**src/rtl/ts_sec_rebuild.sv**
```systemverilog
module ts_sec_rebuild #(
  parameter int SEC_W   = 6,
  parameter int NS_W    = 30,
  parameter int WORD_W  = 32,
  parameter int TIMER_W = 48
) (
  input  logic               clk,
  input  logic               rst_n,
  input  logic               in_valid,
  input  logic [WORD_W-1:0]  cap_lo,
  input  logic [WORD_W-1:0]  cap_hi,
  input  logic [TIMER_W-1:0] timer_sec,
  output logic               out_valid,
  output logic [TIMER_W-1:0] out_sec,
  output logic [NS_W-1:0]    out_ns
);
  localparam int LO_SEC_W = WORD_W - NS_W;
  localparam int HI_SEC_W = SEC_W - LO_SEC_W;
  localparam int UP_W     = TIMER_W - SEC_W;

  logic [SEC_W-1:0] cap_field;
  logic             wrapped;
  logic [UP_W-1:0]  upper;
  logic             unused_bits;

  assign cap_field   = {cap_hi[HI_SEC_W-1:0], cap_lo[WORD_W-1:NS_W]};
  assign wrapped     = cap_field[SEC_W-1] & ~timer_sec[SEC_W-1];
  assign upper       = timer_sec[TIMER_W-1:SEC_W] - UP_W'(wrapped);
  assign unused_bits = ^{cap_hi[WORD_W-1:HI_SEC_W], timer_sec[SEC_W-2:0]};

  always_ff @(posedge clk) begin
    if (!rst_n) begin
      out_valid <= 1'b0;
      out_sec   <= '0;
      out_ns    <= '0;
    end else begin
      out_valid <= in_valid;
      if (in_valid) begin
        out_sec <= {upper, cap_field};
        out_ns  <= cap_lo[NS_W-1:0];
      end
    end
  end

  localparam logic [TIMER_W-1:0] LOW_MASK = TIMER_W'((64'd1 << SEC_W) - 64'd1);
  localparam logic [TIMER_W-1:0] RANGE    = TIMER_W'(64'd1 << SEC_W);

  assert_valid_follows_R2: assert property (@(posedge clk) disable iff (!rst_n)
    out_valid == $past(in_valid));

  assert_hold_idle_R7: assert property (@(posedge clk) disable iff (!rst_n)
    !$past(in_valid) |-> ($stable(out_sec) && $stable(out_ns)));

  assert_ns_pass_R3: assert property (@(posedge clk) disable iff (!rst_n)
    out_valid |-> out_ns == $past(cap_lo[NS_W-1:0]));

  assert_low_field_R4: assert property (@(posedge clk) disable iff (!rst_n)
    out_valid |-> out_sec[SEC_W-1:0] ==
      {$past(cap_hi[HI_SEC_W-1:0]), $past(cap_lo[WORD_W-1:NS_W])});

  assert_no_wrap_R5: assert property (@(posedge clk) disable iff (!rst_n)
    (out_valid && !($past(cap_lo[WORD_W-1]) == 1'b1 && HI_SEC_W == 0) &&
     !($past(cap_hi[HI_SEC_W-1]) && !$past(timer_sec[SEC_W-1]))) |->
      out_sec == (($past(timer_sec) & ~LOW_MASK) +
                  TIMER_W'({$past(cap_hi[HI_SEC_W-1:0]), $past(cap_lo[WORD_W-1:NS_W])})));

  assert_wrap_R6: assert property (@(posedge clk) disable iff (!rst_n)
    (out_valid && $past(cap_hi[HI_SEC_W-1]) && !$past(timer_sec[SEC_W-1])) |->
      out_sec == (($past(timer_sec) & ~LOW_MASK) +
                  TIMER_W'({$past(cap_hi[HI_SEC_W-1:0]), $past(cap_lo[WORD_W-1:NS_W])}) - RANGE));
endmodule

```
**config.mk**
```make
export PLATFORM = sky130hd
export DESIGN_NAME = ts_sec_rebuild
export DESIGN_NICKNAME = d
export VERILOG_FILES = /design/src/rtl/ts_sec_rebuild.sv
export SDC_FILE = /design/constraint.sdc
export NUM_CORES = 1
export LEC_CHECK = 0
export BUFFER_PORTS_ARGS = -buffer_cell sky130_fd_sc_hd__buf_4
export CORE_MARGIN = 5
export CORE_UTILIZATION = 45
export DETAILED_ROUTE_END_ITERATION = 6
export PLACE_DENSITY = 0.81
export SETUP_SLACK_MARGIN = 0.15
export SLEW_MARGIN = 15
export SYNTH_ARGS = -nofsm -noshare
export SYNTH_HDL_FRONTEND = slang
export SYNTH_SLANG_ARGS = --single-unit
```
**constraint.sdc**
```tcl
create_clock -name clk -period 3.98 [get_ports clk]
set_input_delay 0.597 -clock clk [delete_from_list [all_inputs] [get_ports clk]]
set_output_delay 0.597 -clock clk [all_outputs]
set_load 0.01 [all_outputs]
```
==> qor.csv <==
stage,metric,value,unit
clocking,cts_root_buf,sky130_fd_sc_hd__clkbuf_8,
setup_path,crit_arrival,3.18,ns
timing,max_clock_freq,0.343,GHz
pwr,internal_power,0.00138,W
synth,yosys.area_share.simple,19.2,%
layout,area_growth_syn_to_layout,43.4,%
floorplan,num_rows,32,
route,via_per_inst,5.20,
layout,layout.cells.most_common,sky130_fd_sc_hd__buf_4,
global_route,grt_max_degree,85,
layout,layout-drive-gt1-share,33.8,%
synth,synth_compound_area_share,12.1,%
setup_path,crit_path_top_delay_cell,sky130_fd_sc_hd__or4_1,
place,routabilityCongestion,0.769,
hold_path,timing.hold.worst.class,reg -> reg,
route,wl_per_cell,14.9,um
timing,transition_time_at_the_pin_with_the_least_slew_margin,0.969,ns
setup_path,setup.worst_path.end_class,register,
timing,max-slew-margin-rel,35.4,%
pwr,power.sequential.fraction,46.8,%
route,first_drt_iteration_drcs,250,
outcome,outcome,finished clean,
floorplan,io-pin-count,194,
synth,synth_xor_area_share,8.07,%
place,post-dp-hpwl,7.09,mm
floorplan,effective_utilization_at_floorplan,45.6,%
route,drt_first_pass_iters,4,
global_route,grt_usage,20.2,%
pwr,totalPowerFinal,0.00185,W
place,port_buffer_cells,160,
synth,ys_ff_latch,79,
setup_path,critical_path_peak_fanout,12,
timing,final_min_period_over_clock_period,73.3,%
route,routed-via-count,3378,
setup_path,reg2regPathDepth,2,
global_route,via_count_of_the_first_global_routing_pass,3377,
clocking,number_of_setup_buffers_added_after_cts,0,
floorplan,fp.dieH,97.8,um
setup_path,cp.required,4.25,ns
timing,finalCriticalPeriod,2.92,ns
synth,synth.area.mux_share,10.7,%
global_route,antenna_found_initial,0,
pwr,net-switching-power,0.000472,W
route,routed_wl,9.68,mm
setup_path,cp_cell_sequence,buf_4 -> nor2b_1 -> ha_1 -> ha_1 -> nor3b_1 -> nand4_1 -> buf_4 -> or3_1 -> or4_1 -> a31oi_1,
synth,synth.yosys.seq_area_share,45.6,%
synth,synth_top_family_by_area,simple AND/OR/NAND/NOR gates,
synth,netlist_area,3470,um^2
setup_path,kind_of_critical_path,in -> reg,
setup_path,critical_path.top_delay_family,simple AND/OR/NAND/NOR gates,
floorplan,core_area,7610,um^2
clocking,clkLatencyLatePin,0.33,ns
route,remaining_drc_errors,0,
setup_path,critPathMaxStageDelay,0.51,ns
layout,finish.net_count,659,
setup_path,cp-start-kind,input pin,
synth,post_synth_inst_count,391,
route,route.antenna.remaining_nets,0,
timing,timing.final.max_slew_violations,0,
clocking,tritoncts_clock_tree,built,
pwr,power.share.clock,36.3,%
timing,grt_setup_unrepaired,false,
pwr,power.density,373,nW/um^2
clocking,cts_max_path_buffers,2,
clocking,ctsResizeCount,0,
global_route,grt.overflow.total,0,
pwr,power.switching_fraction,25.4,%
clocking,worst_setup_hold_path_clk_slew,0.08,ns
synth,synthAdderAreaFrac,0.721,%
hold_path,worstHoldPathCells,2,
timing,fin_worst_skew,0,ns
clocking,h-tree-depth,3,
layout,final.fill_count,647,
flow_run,max-cap-violations,0,
timing,final.hold.worst_slack,0.470,ns
clocking,tritoncts_num_sinks,79,
pwr,worst_ir_drop_vdd,0.164,mV
floorplan,fp.dieArea,9570,um^2
setup_path,timing.critical_path.buf_inv,2,
clocking,cts_hold_buffers,0,
synth,ys_warn_count,0,
timing,finalSetupViolCount,0,
pwr,comb_power_share,16.9,%
pwr,p_leak,2.17,nW
floorplan,die_x,97.8,um
timing,setup_total_negative_slack,0,ns
setup_path,cp.depth,10,
timing,report.final.hold_viol_count,0,
synth,synthesis.nets,508,
layout,top_library_cells_by_usage_in_the_layout_fill_and_taps_aside,"167 x sky130_fd_sc_hd__buf_4, 79 x sky130_fd_sc_hd__dfxtp_1, 63 x sky130_fd_sc_hd__nor2_1",
global_route,first_pass_grt_wire_length,16.0,mm
layout,antenna_cells_inserted,0,
clocking,cts_made_buffers,9,
synth,avg_inst_size_synth,8.88,um^2
synth,post_synth_num_cell_types,33,
==> per-stage QoR <==
step	instance area (um^2)	worst slack, ns	utilization [%]	instances
5_1_grt	4980	0.829	65.4	649
3_5_place_dp	4750	0.756	62.4	633
4_1_cts	4980	1.09	65.4	649
2_1_floorplan	3470	1.24	-	391
3_3_place_gp	4750	0.820	62.4	633
6_report	4980	1.06	65.4	649
==> area by class of cell <==
| type | instances | area, um^2 | area share [%] |
|---|---|---|---|
| multi-input cells | 279 | 1760 | 35.4 |
| clock buffers | 10 | 138 | 2.76 |
| clock inverters | 6 | 91.3 | 1.83 |
| well taps | 102 | 128 | 2.56 |
| flip-flops and latches | 79 | 1580 | 31.8 |
| inverters | 6 | 22.5 | 0.452 |
| repair buffers | 167 | 1250 | 25.2 |
==> registers in the layout, summed over array words and instances, names as in the netlist <==
name / count
out_sec: 48
out_ns: 30
out_valid: 1
==> per-layer routing <==
layer / global-route usage [%] / vias up / routed length (um)
li1: - / 1691 / -
met1: 22.8 / 1551 / 3860
met2: 36.2 / 107 / 4930
met3: 4.36 / 29 / 523
met4: 9.27 / 0 / 363
met5: 0 / - / 0
==> power by group through the flow <==
stage          clock network [W]  registers, W  logic, W
2_1_floorplan                  0      0.000908  0.000112
5_1_grt                 0.000728      0.000874  0.000344
6_report                0.000674      0.000868  0.000313
4_1_cts                 0.000691      0.000868  0.000317
3_3_place_gp                   0      0.000884  0.000308
3_5_place_dp                   0      0.000886  0.000315
==> worst register-to-register path: stages, from the launching register on <==
cell	delay, ns
sky130_fd_sc_hd__dfxtp_1	0.34
sky130_fd_sc_hd__nor2_1	0.04
sky130_fd_sc_hd__a311oi_1	0.27
==> cells in the mapped netlist <==
| library cell | number | area [um^2] |
|---|---|---|
| sky130_fd_sc_hd__and2_1 | 1 | 6.26 |
| sky130_fd_sc_hd__nand2b_1 | 2 | 12.5 |
| sky130_fd_sc_hd__or4_4 | 2 | 22.5 |
| sky130_fd_sc_hd__inv_1 | 5 | 18.8 |
| sky130_fd_sc_hd__xor2_1 | 3 | 26.3 |
| sky130_fd_sc_hd__clkinv_1 | 1 | 3.75 |
| sky130_fd_sc_hd__nor2_1 | 63 | 236 |
| sky130_fd_sc_hd__a211oi_1 | 12 | 90.1 |
| sky130_fd_sc_hd__nand3_1 | 4 | 20.0 |
| sky130_fd_sc_hd__o211ai_1 | 1 | 7.51 |
| sky130_fd_sc_hd__nand2_1 | 11 | 41.3 |
| sky130_fd_sc_hd__a311oi_1 | 3 | 26.3 |
| sky130_fd_sc_hd__a21oi_1 | 21 | 105 |
| sky130_fd_sc_hd__nor3_1 | 12 | 60.1 |
| sky130_fd_sc_hd__a31oi_1 | 3 | 18.8 |
| sky130_fd_sc_hd__nor3b_1 | 1 | 7.51 |
| sky130_fd_sc_hd__o22ai_1 | 1 | 6.26 |
| sky130_fd_sc_hd__nor4_1 | 16 | 100 |
| sky130_fd_sc_hd__buf_1 | 6 | 22.5 |
| sky130_fd_sc_hd__dfxtp_1 | 79 | 1580 |
| sky130_fd_sc_hd__o31ai_1 | 3 | 22.5 |
| sky130_fd_sc_hd__clkbuf_2 | 1 | 5.00 |
| sky130_fd_sc_hd__mux2i_1 | 37 | 370 |
| sky130_fd_sc_hd__or4_1 | 5 | 37.5 |
| sky130_fd_sc_hd__nand4b_1 | 2 | 17.5 |
| sky130_fd_sc_hd__o21ai_0 | 29 | 145 |
| sky130_fd_sc_hd__nor2b_1 | 2 | 12.5 |
| sky130_fd_sc_hd__or3_1 | 8 | 50.1 |
| sky130_fd_sc_hd__xnor2_1 | 29 | 254 |
| sky130_fd_sc_hd__clkbuf_1 | 20 | 75.1 |
| sky130_fd_sc_hd__nand4_1 | 4 | 25.0 |
| sky130_fd_sc_hd__nor4b_1 | 2 | 17.5 |
| sky130_fd_sc_hd__ha_1 | 2 | 25.0 |
==> path summary, 6_finish.rpt <==
kind / startpoint / endpoint / slack, ns
hold reg to reg: out_sec[42] / out_sec[42] / 0.47
setup reg to reg: out_sec[9] / out_sec[9] / 3.24
hold / removal: out_sec[42] / out_sec[42] / 0.47
setup / recovery: timer_sec[5] / out_sec[40] / 1.06
==> cell families (layout without fill, tap and decap cells) <==
| family | Yosys count | in the layout |
|---|---|---|
| buffers and inverters | 33 | 189 |
| adders and majority gates | 2 | 2 |
| xor gates and xnor gates | 32 | 32 |
| muxes | 37 | 37 |
| DFF | 79 | 79 |
| AOI/OAI and AO/OA | 73 | 73 |
| and+or+nand+nor | 135 | 135 |
(Power assumes the default switching activity.)
